$ cat config.mk
export PLATFORM = sky130hd
export DESIGN_NAME = ptw_xlate
export DESIGN_NICKNAME = d
export VERILOG_FILES = /design/src/rtl/ptw_pkg.sv /design/src/rtl/ptw_slot_addr.sv /design/src/rtl/ptw_walk_fsm.sv /design/src/rtl/ptw_xlate.sv
export SDC_FILE = /design/constraint.sdc
export NUM_CORES = 1
export LEC_CHECK = 0
export BUFFER_PORTS_ARGS = -buffer_cell sky130_fd_sc_hd__buf_2
export CAP_MARGIN = 10
export CORE_AREA = 2 2 104 106
export CTS_CLUSTER_DIAMETER = 200
export DETAILED_ROUTE_END_ITERATION = 10
export DIE_AREA = 0 0 106 108
export PLACE_DENSITY = 0.82
export SLEW_MARGIN = 20
export SYNTH_ARGS = -nofsm -noshare
export SYNTH_HDL_FRONTEND = slang
export SYNTH_SLANG_ARGS = --single-unit
$ cat constraint.sdc
create_clock -name clk -period 9.8 [get_ports clk]
set_clock_uncertainty 0.05 [all_clocks]
set_input_delay 0.98 -clock clk [delete_from_list [all_inputs] [get_ports clk]]
set_output_delay 0.98 -clock clk [all_outputs]
set_load 0.02 [all_outputs]
$ cat src/rtl/ptw_pkg.sv
package ptw_pkg;
  typedef enum logic [2:0] {
    WK_IDLE  = 3'd0,
    WK_DIR   = 3'd1,
    WK_TBL   = 3'd2,
    WK_DONE  = 3'd3,
    WK_FAULT = 3'd4
  } walk_st_e;

  localparam int unsigned FAULT_VEC  = 14;
  localparam int unsigned PRESENT_BIT = 0;
  localparam int unsigned ENTRY_SH   = 2;
  localparam int unsigned NUM_LVL    = 2;
endpackage

$ cat src/rtl/ptw_slot_addr.sv
module ptw_slot_addr #(
  parameter int unsigned FRM_W = 20,
  parameter int unsigned IDX_W = 10,
  parameter int unsigned SH_W  = 2,
  localparam int unsigned OUT_W = FRM_W + IDX_W + SH_W
) (
  input  logic [FRM_W-1:0] frame,
  input  logic [IDX_W-1:0] idx,
  output logic [OUT_W-1:0] slot_addr
);
  assign slot_addr = {frame, idx, {SH_W{1'b0}}};
endmodule

$ cat src/rtl/ptw_walk_fsm.sv
module ptw_walk_fsm
  import ptw_pkg::*;
(
  input  logic     clk,
  input  logic     rst_n,
  input  logic     req_valid,
  input  logic     pg_en,
  input  logic     mem_ack,
  input  logic     entry_present,
  output walk_st_e state_o,
  output logic     req_ready
);
  walk_st_e state_q, state_d;

  always_comb begin
    state_d = state_q;
    unique case (state_q)
      WK_IDLE:  if (req_valid) state_d = pg_en ? WK_DIR : WK_DONE;
      WK_DIR:   if (mem_ack) state_d = entry_present ? WK_TBL : WK_FAULT;
      WK_TBL:   if (mem_ack) state_d = entry_present ? WK_DONE : WK_FAULT;
      WK_DONE:  state_d = WK_IDLE;
      WK_FAULT: state_d = WK_IDLE;
      default:  state_d = WK_IDLE;
    endcase
  end

  always_ff @(posedge clk or negedge rst_n) begin
    if (!rst_n) state_q <= WK_IDLE;
    else        state_q <= state_d;
  end

  assign state_o   = state_q;
  assign req_ready = (state_q == WK_IDLE);


  dir_wait_chk: assert property (@(posedge clk) disable iff (!rst_n)
    (state_q == WK_DIR && !mem_ack) |=> (state_q == WK_DIR));


  tbl_absent_chk: assert property (@(posedge clk) disable iff (!rst_n)
    (state_q == WK_TBL && mem_ack && !entry_present) |=> (state_q == WK_FAULT));
endmodule

$ cat src/rtl/ptw_xlate.sv
module ptw_xlate
  import ptw_pkg::*;
#(
  parameter int unsigned IDX_W = 10,
  localparam int unsigned OFF_W  = IDX_W + ENTRY_SH,
  localparam int unsigned ADDR_W = 2 * IDX_W + OFF_W,
  localparam int unsigned FRM_W  = ADDR_W - OFF_W
) (
  input  logic              clk,
  input  logic              rst_n,
  input  logic              pg_en,
  input  logic [ADDR_W-1:0] dir_root,
  input  logic              req_valid,
  input  logic [ADDR_W-1:0] req_lin,
  output logic              req_ready,
  output logic              rsp_valid,
  output logic              rsp_fault,
  output logic [7:0]        rsp_vector,
  output logic [ADDR_W-1:0] rsp_addr,
  output logic              mem_req,
  output logic [ADDR_W-1:0] mem_addr,
  input  logic [ADDR_W-1:0] mem_rdata,
  input  logic              mem_ack
);
  logic [1:0] rst_sync_q;
  logic       rst_int_n;

  always_ff @(posedge clk or negedge rst_n) begin
    if (!rst_n) rst_sync_q <= 2'b00;
    else        rst_sync_q <= {rst_sync_q[0], 1'b1};
  end
  assign rst_int_n = rst_sync_q[1];

  walk_st_e st;
  logic     accept, present;

  assign present = mem_rdata[PRESENT_BIT];

  ptw_walk_fsm u_fsm (
    .clk           (clk),
    .rst_n         (rst_int_n),
    .req_valid     (req_valid),
    .pg_en         (pg_en),
    .mem_ack       (mem_ack),
    .entry_present (present),
    .state_o       (st),
    .req_ready     (req_ready)
  );

  assign accept = req_valid && req_ready;

  logic [ADDR_W-1:0] lin_q, res_q;
  logic [FRM_W-1:0]  root_q, pde_frm_q;
  logic              lin_en, pde_en, res_en;

  assign lin_en = accept;
  assign pde_en = (st == WK_DIR) && mem_ack && present;
  assign res_en = accept || ((st == WK_TBL) && mem_ack && present);

  always_ff @(posedge clk or negedge rst_int_n) begin
    if (!rst_int_n) begin
      lin_q     <= '0;
      root_q    <= '0;
      pde_frm_q <= '0;
      res_q     <= '0;
    end else begin
      if (lin_en) begin
        lin_q  <= req_lin;
        root_q <= dir_root[ADDR_W-1 -: FRM_W];
      end
      if (pde_en) pde_frm_q <= mem_rdata[ADDR_W-1 -: FRM_W];
      if (res_en) res_q <= accept ? req_lin
                                  : {mem_rdata[ADDR_W-1 -: FRM_W], lin_q[OFF_W-1:0]};
    end
  end

  logic [FRM_W-1:0]  lvl_frame [NUM_LVL];
  logic [IDX_W-1:0]  lvl_idx   [NUM_LVL];
  logic [ADDR_W-1:0] lvl_addr  [NUM_LVL];

  assign lvl_frame[0] = root_q;
  assign lvl_frame[1] = pde_frm_q;

  for (genvar lv = 0; lv < NUM_LVL; lv++) begin : g_lvl
    assign lvl_idx[lv] = lin_q[ADDR_W-1-lv*IDX_W -: IDX_W];
    ptw_slot_addr #(.FRM_W(FRM_W), .IDX_W(IDX_W), .SH_W(ENTRY_SH)) u_slot (
      .frame     (lvl_frame[lv]),
      .idx       (lvl_idx[lv]),
      .slot_addr (lvl_addr[lv])
    );
  end

  assign mem_req    = (st == WK_DIR) || (st == WK_TBL);
  assign mem_addr   = (st == WK_TBL) ? lvl_addr[1] : lvl_addr[0];
  assign rsp_valid  = (st == WK_DONE) || (st == WK_FAULT);
  assign rsp_fault  = (st == WK_FAULT);
  assign rsp_vector = rsp_fault ? 8'(FAULT_VEC) : 8'd0;
  assign rsp_addr   = rsp_fault ? lin_q : res_q;


  mem_hold_chk: assert property (@(posedge clk) disable iff (!rst_int_n)
    (mem_req && !mem_ack) |=> (mem_req && $stable(mem_addr)));


  rsp_pulse_chk: assert property (@(posedge clk) disable iff (!rst_int_n)
    rsp_valid |=> (!rsp_valid && req_ready));


  dir_absent_chk: assert property (@(posedge clk) disable iff (!rst_int_n)
    (st == WK_DIR && mem_ack && !present) |=> (rsp_valid && rsp_fault && !mem_req));


  bypass_chk: assert property (@(posedge clk) disable iff (!rst_int_n)
    (accept && !pg_en) |=> (rsp_valid && !rsp_fault && rsp_addr == $past(req_lin)));


  busy_idle_chk: assert property (@(posedge clk) disable iff (!rst_int_n)
    mem_req |-> !req_ready);
endmodule

Word-level counts from Yosys, hierarchy flattened
Cells that the tools add are included.
- register bits: 109
- output and inout bits: 76
- logic and storage cells: 34
- eq/ne operators: 7
- mux-type cells: 11
- reductions and logical operators: 10
- operators with widths (cell ; number):
    $mux 32 ; 3
    $mux 3 ; 5
    $pmux 3 s3 ; 1
    $eq 3x2->1 const B ; 2
    $ne 2x2->1 const B ; 3
    $logic_and 1x1->1 ; 5
    $mux 4 ; 1
    $eq 3x1->1 const B ; 1
    $eq 3x3->1 const B ; 1
    $logic_not 3->1 ; 1
    $logic_or 1x1->1 ; 3
    $reduce_and 3->1 ; 1
    $mux 2 ; 1

Longest topological paths before layout
- word-level depth: 4
- depth in mapped cells: 6
- gate-level depth less buffers: 3

Cells and area by module
A second synthesis with hierarchy kept.
- cell total of the unflattened synthesis: 577
- area, all modules: 5825.6 um^2
- by module, submodules not included (module ; times used ; cells each ; area each (um^2) ; sequential area each (um^2)):
    ptw_xlate ; 1 ; 493 ; 5156.2 ; 2652.5
    ptw_slot_addr ; 2 ; 33 ; 244.0 ; 0.0
    ptw_walk_fsm ; 1 ; 18 ; 181.4 ; 75.1

Worst setup path before layout
No wires, ideal clock.
- kind: register -> output
- start: reg u_fsm.state_q[1], in the netlist u_fsm.state_o[1]
- end: out rsp_addr[23]
- data arrival time: 1.559 ns
- data required time: 8.770 ns
- slack: 7.211 ns
- cell stages (with the launch flop): 5
- cells stage by stage: dfrtp_1 buf_4 nor3b_4 buf_6 mux2_2
- longest elaborated chain between the ends: 2
- ends and longest elaborated chain (item ; line ; source):
    from (decl) ; ptw_walk_fsm.sv:13 ; walk_st_e state_q, state_d;
    from (signal assigned) ; ptw_walk_fsm.sv:29 ; else state_q <= state_d;
    $eq 3x3->1 ; ptw_xlate.sv:96 ; assign rsp_fault = (st == WK_FAULT);
    via rsp_fault ; ptw_xlate.sv:17 ; output logic rsp_fault,
    $mux 32 ; ptw_xlate.sv:98 ; assign rsp_addr = rsp_fault ? lin_q : res_q;
    to (decl) ; ptw_xlate.sv:19 ; output logic [ADDR_W-1:0] rsp_addr,
The timed path passes the listed nets, and every way through them passes these cells.

Final worst setup path
- start: reg u_fsm.state_q[1], in the netlist u_fsm.state_o[1]
- end: out mem_addr[6]
- longest elaborated chain between the ends: 2
- ends and longest elaborated chain (item ; line ; source):
    $eq 3x2->1 ; ptw_xlate.sv:94 ; assign mem_addr = (st == WK_TBL) ? lvl_addr[1] : lvl_addr[0];
    $mux 32 ; ptw_xlate.sv:94 ;
    to (decl) ; ptw_xlate.sv:21 ; output logic [ADDR_W-1:0] mem_addr,
No other way between the ends.

==> metrics.txt <==
I/O pin count 177; RSZ-0062 raised after global routing no; combinational share of power 0.518; Main synth FF type dfrtp_1; most common cell in the synthesized netlist mux2_2; Worst slew margin 0.314; Worst EP arrival 2.74 ns; mean number of vias per cell 5.28; switch share 0.375; crit share post-route 0.385; CTS tree yes; Internal Power 1.45 mW; H-tree levels 3; Min-Delay Path Class reg2reg; port buffer count 146; worst-skew pair later-pin latency 0.38 ns; DRC viols 0; Area after DPL 6250 µm²; Num Clock Sinks 109; postcts setup bufs 0; post-synthesis cell count 354; share of Yosys cell area claimed by the top area cell type 0.486; Placement Rows 37; Worst Path Class, Setup reg2out; max-slew violations 0; Worst Reg-to-Reg Cells 4; CTS Buf Count 9; grt ovf 0; min-delay src rst_sync_q[0]; effective utilization at floorplan 0.549; EDFF count, synth 0; largest cells by area after synthesis dfrtp_1 (49%), mux2_2 (24%), mux2_4 (17%); gp weighted congestion 0.762; worst-margin pin slew 1.03 ns; CTS Hold Bufs 0; DR pass1 iterations 3; warnings from Yosys 0; Layout fillers 788; syn avg cell area 15.9 µm²; post-synth top area cell dfrtp_1; RR Startpoint u_fsm.state_o[1]; worst-case clock buffer depth 2; Max-cap violations 0; synth-to-layout area growth 15.0%; ys async rst share 1.00; initial antenna violation count 0; Reg-to-Reg End res_q[0]; Reg2Reg Setup Slack 7.26 ns; final setup violation count 0; first-pass GRT wire length 18700 µm; Max IR drop VDD 0.241 mV; crit path time final 3.77 ns; sequential cell area fraction in the yosys report 0.486; largest net degree at the start of global routing 56; clock share of power 0.125; post-layout instance area 6460 µm²; wire per inst 18.3 µm; Core Area 10200 µm²; Post-Place Worst Slack 6.47 ns; share of layout cells above drive strength 1 0.720; DR iter-0 viols 104; switching pwr 871 µW; die height 108 µm; post-synth cell types 28; cts repair resizes 0; GRT Overall Usage 0.213; clock slew at reported path FFs 0.10 ns; Hold Vio Cnt, Final 0; Routed WL 11500 µm; DPL Wire Length 8080 µm; maximum fanout along the worst path 30; startpoint class of the critical path flip-flop; Clock Tree Root clkbuf_8; Reg area 2730 µm²; Fin Setup TNS 0 ns; Die X 106 µm; Yosys reg bits 109; Final Worst Setup Slack 6.03 ns; Sequential Power Share 0.357; Antenna Cells 0; worst hold stages 0; pwr/cell area 359 nW/µm²; area of the multi-input gates 2570 µm²; Die ar. 11400 µm²; leakage 3.03 nW; Vias 3334; Final #Nets 592; Worst Path Required 8.77 ns; commonest cells in the netlist mux2_2 (122), dfrtp_1 (109), mux2_4 (63), buf_4 (14), buf_6 (8); status complete, no violations; Worst Hold End rst_sync_q[1]; fmax 265 MHz; Worst setup EP type output port; Netlist Area Pre-Place 5620 µm²; number of global-route vias before repair 3572; post-route antenna net violation count 0
power groups by stage:
stage / Clock (mW) / Sequential (mW) / Combinational [mW]
floorplan: 0 / 0.772 / 1.01
global placement: 0 / 0.815 / 1.18
detailed placement: 0 / 0.836 / 1.21
CTS: 0.299 / 0.829 / 1.21
global route: 0.316 / 0.863 / 1.28
finish: 0.290 / 0.828 / 1.20
placed cells by master (no fill, tap or decap), types with 2 or more instances in the layout:
| cell type | Yosys | layout |
|---|---|---|
| bufinv_16 | 0 | 2 |
| nand3b_1 | 2 | 2 |
| nand2b_1 | 3 | 3 |
| buf_2 | 3 | 146 |
| dfrtp_1 | 109 | 108 |
| clkinv_2 | 0 | 3 |
| conb_1 | 2 | 8 |
| mux2_4 | 63 | 63 |
| nor2_1 | 4 | 3 |
| clkbuf_8 | 0 | 9 |
| mux2_2 | 122 | 122 |
| clkbuf_1 | 0 | 2 |
| buf_4 | 14 | 6 |
per-layer routing:
| metal | wire [µm] | share of wire | global-route usage |
|---|---|---|---|
| met3 | 428 | 0.037 | 0.0289 |
| met5 | 0 | 0 | 0 |
| met2 | 5730 | 0.50 | 0.353 |
| met4 | 197 | 0.017 | 0.0818 |
| met1 | 5190 | 0.45 | 0.288 |
critical path: stages (launching register included):
cell and delay, ns:
dfrtp_1 0.71, nand2b_1 0.22, nor2_4 0.81, mux2_2 0.43, buf_2 0.16
flip-flops by register name, indices dropped and copies added, names as in the netlist:
signal         count
lin_q             32
res_q             32
pde_frm_q         20
root_q            20
u_fsm.state_o      3
rst_sync_q         2
metrics by stage:
step	std cells	power [mW]	utilization	hold slack [ns]
floorplan	360	1.78	-	0.281
global placement	616	2.00	0.611	0.288
detailed placement	616	2.05	0.611	0.290
CTS	632	2.34	0.632	0.298
global route	632	2.46	0.632	0.298
finish	632	2.32	0.632	0.311
worst max path at each step:
stage | startpoint | to | slack, ns | cells after the start
after global routing | u_fsm.state_o[1] | mem_addr[6] | 5.89 | 4
after floorplan | rst_sync_q[1] | lin_q[0] | 6.49 | 0
after detailed placement | u_fsm.state_o[1] | mem_addr[8] | 6.47 | 4
final | u_fsm.state_o[1] | mem_addr[6] | 6.03 | 4
after CTS | u_fsm.state_o[1] | mem_addr[6] | 6.04 | 4
after global placement | u_fsm.state_o[1] | mem_addr[4] | 6.57 | 4
final cells by class:
cell class | instances | area share
timing repair buffer | 152 | 0.120
clock buffer | 11 | 0.0203
multi-input combinational | 218 | 0.398
tap | 136 | 0.0263
sequential | 109 | 0.423
clock inverter | 5 | 0.0116
inverter | 1 | 0.000581
cell families after synthesis:
group,after synthesis,synth area share
flip-flops,109,0.486
other,2,0.00134
AND/OR/NAND/NOR,19,0.0258
buffers and inverters,33,0.0630
AO/OA/AOI/OAI,4,0.00757
multiplexers,186,0.415
XOR/XNOR,1,0.00156
Power figures use the tool's default switching activity.
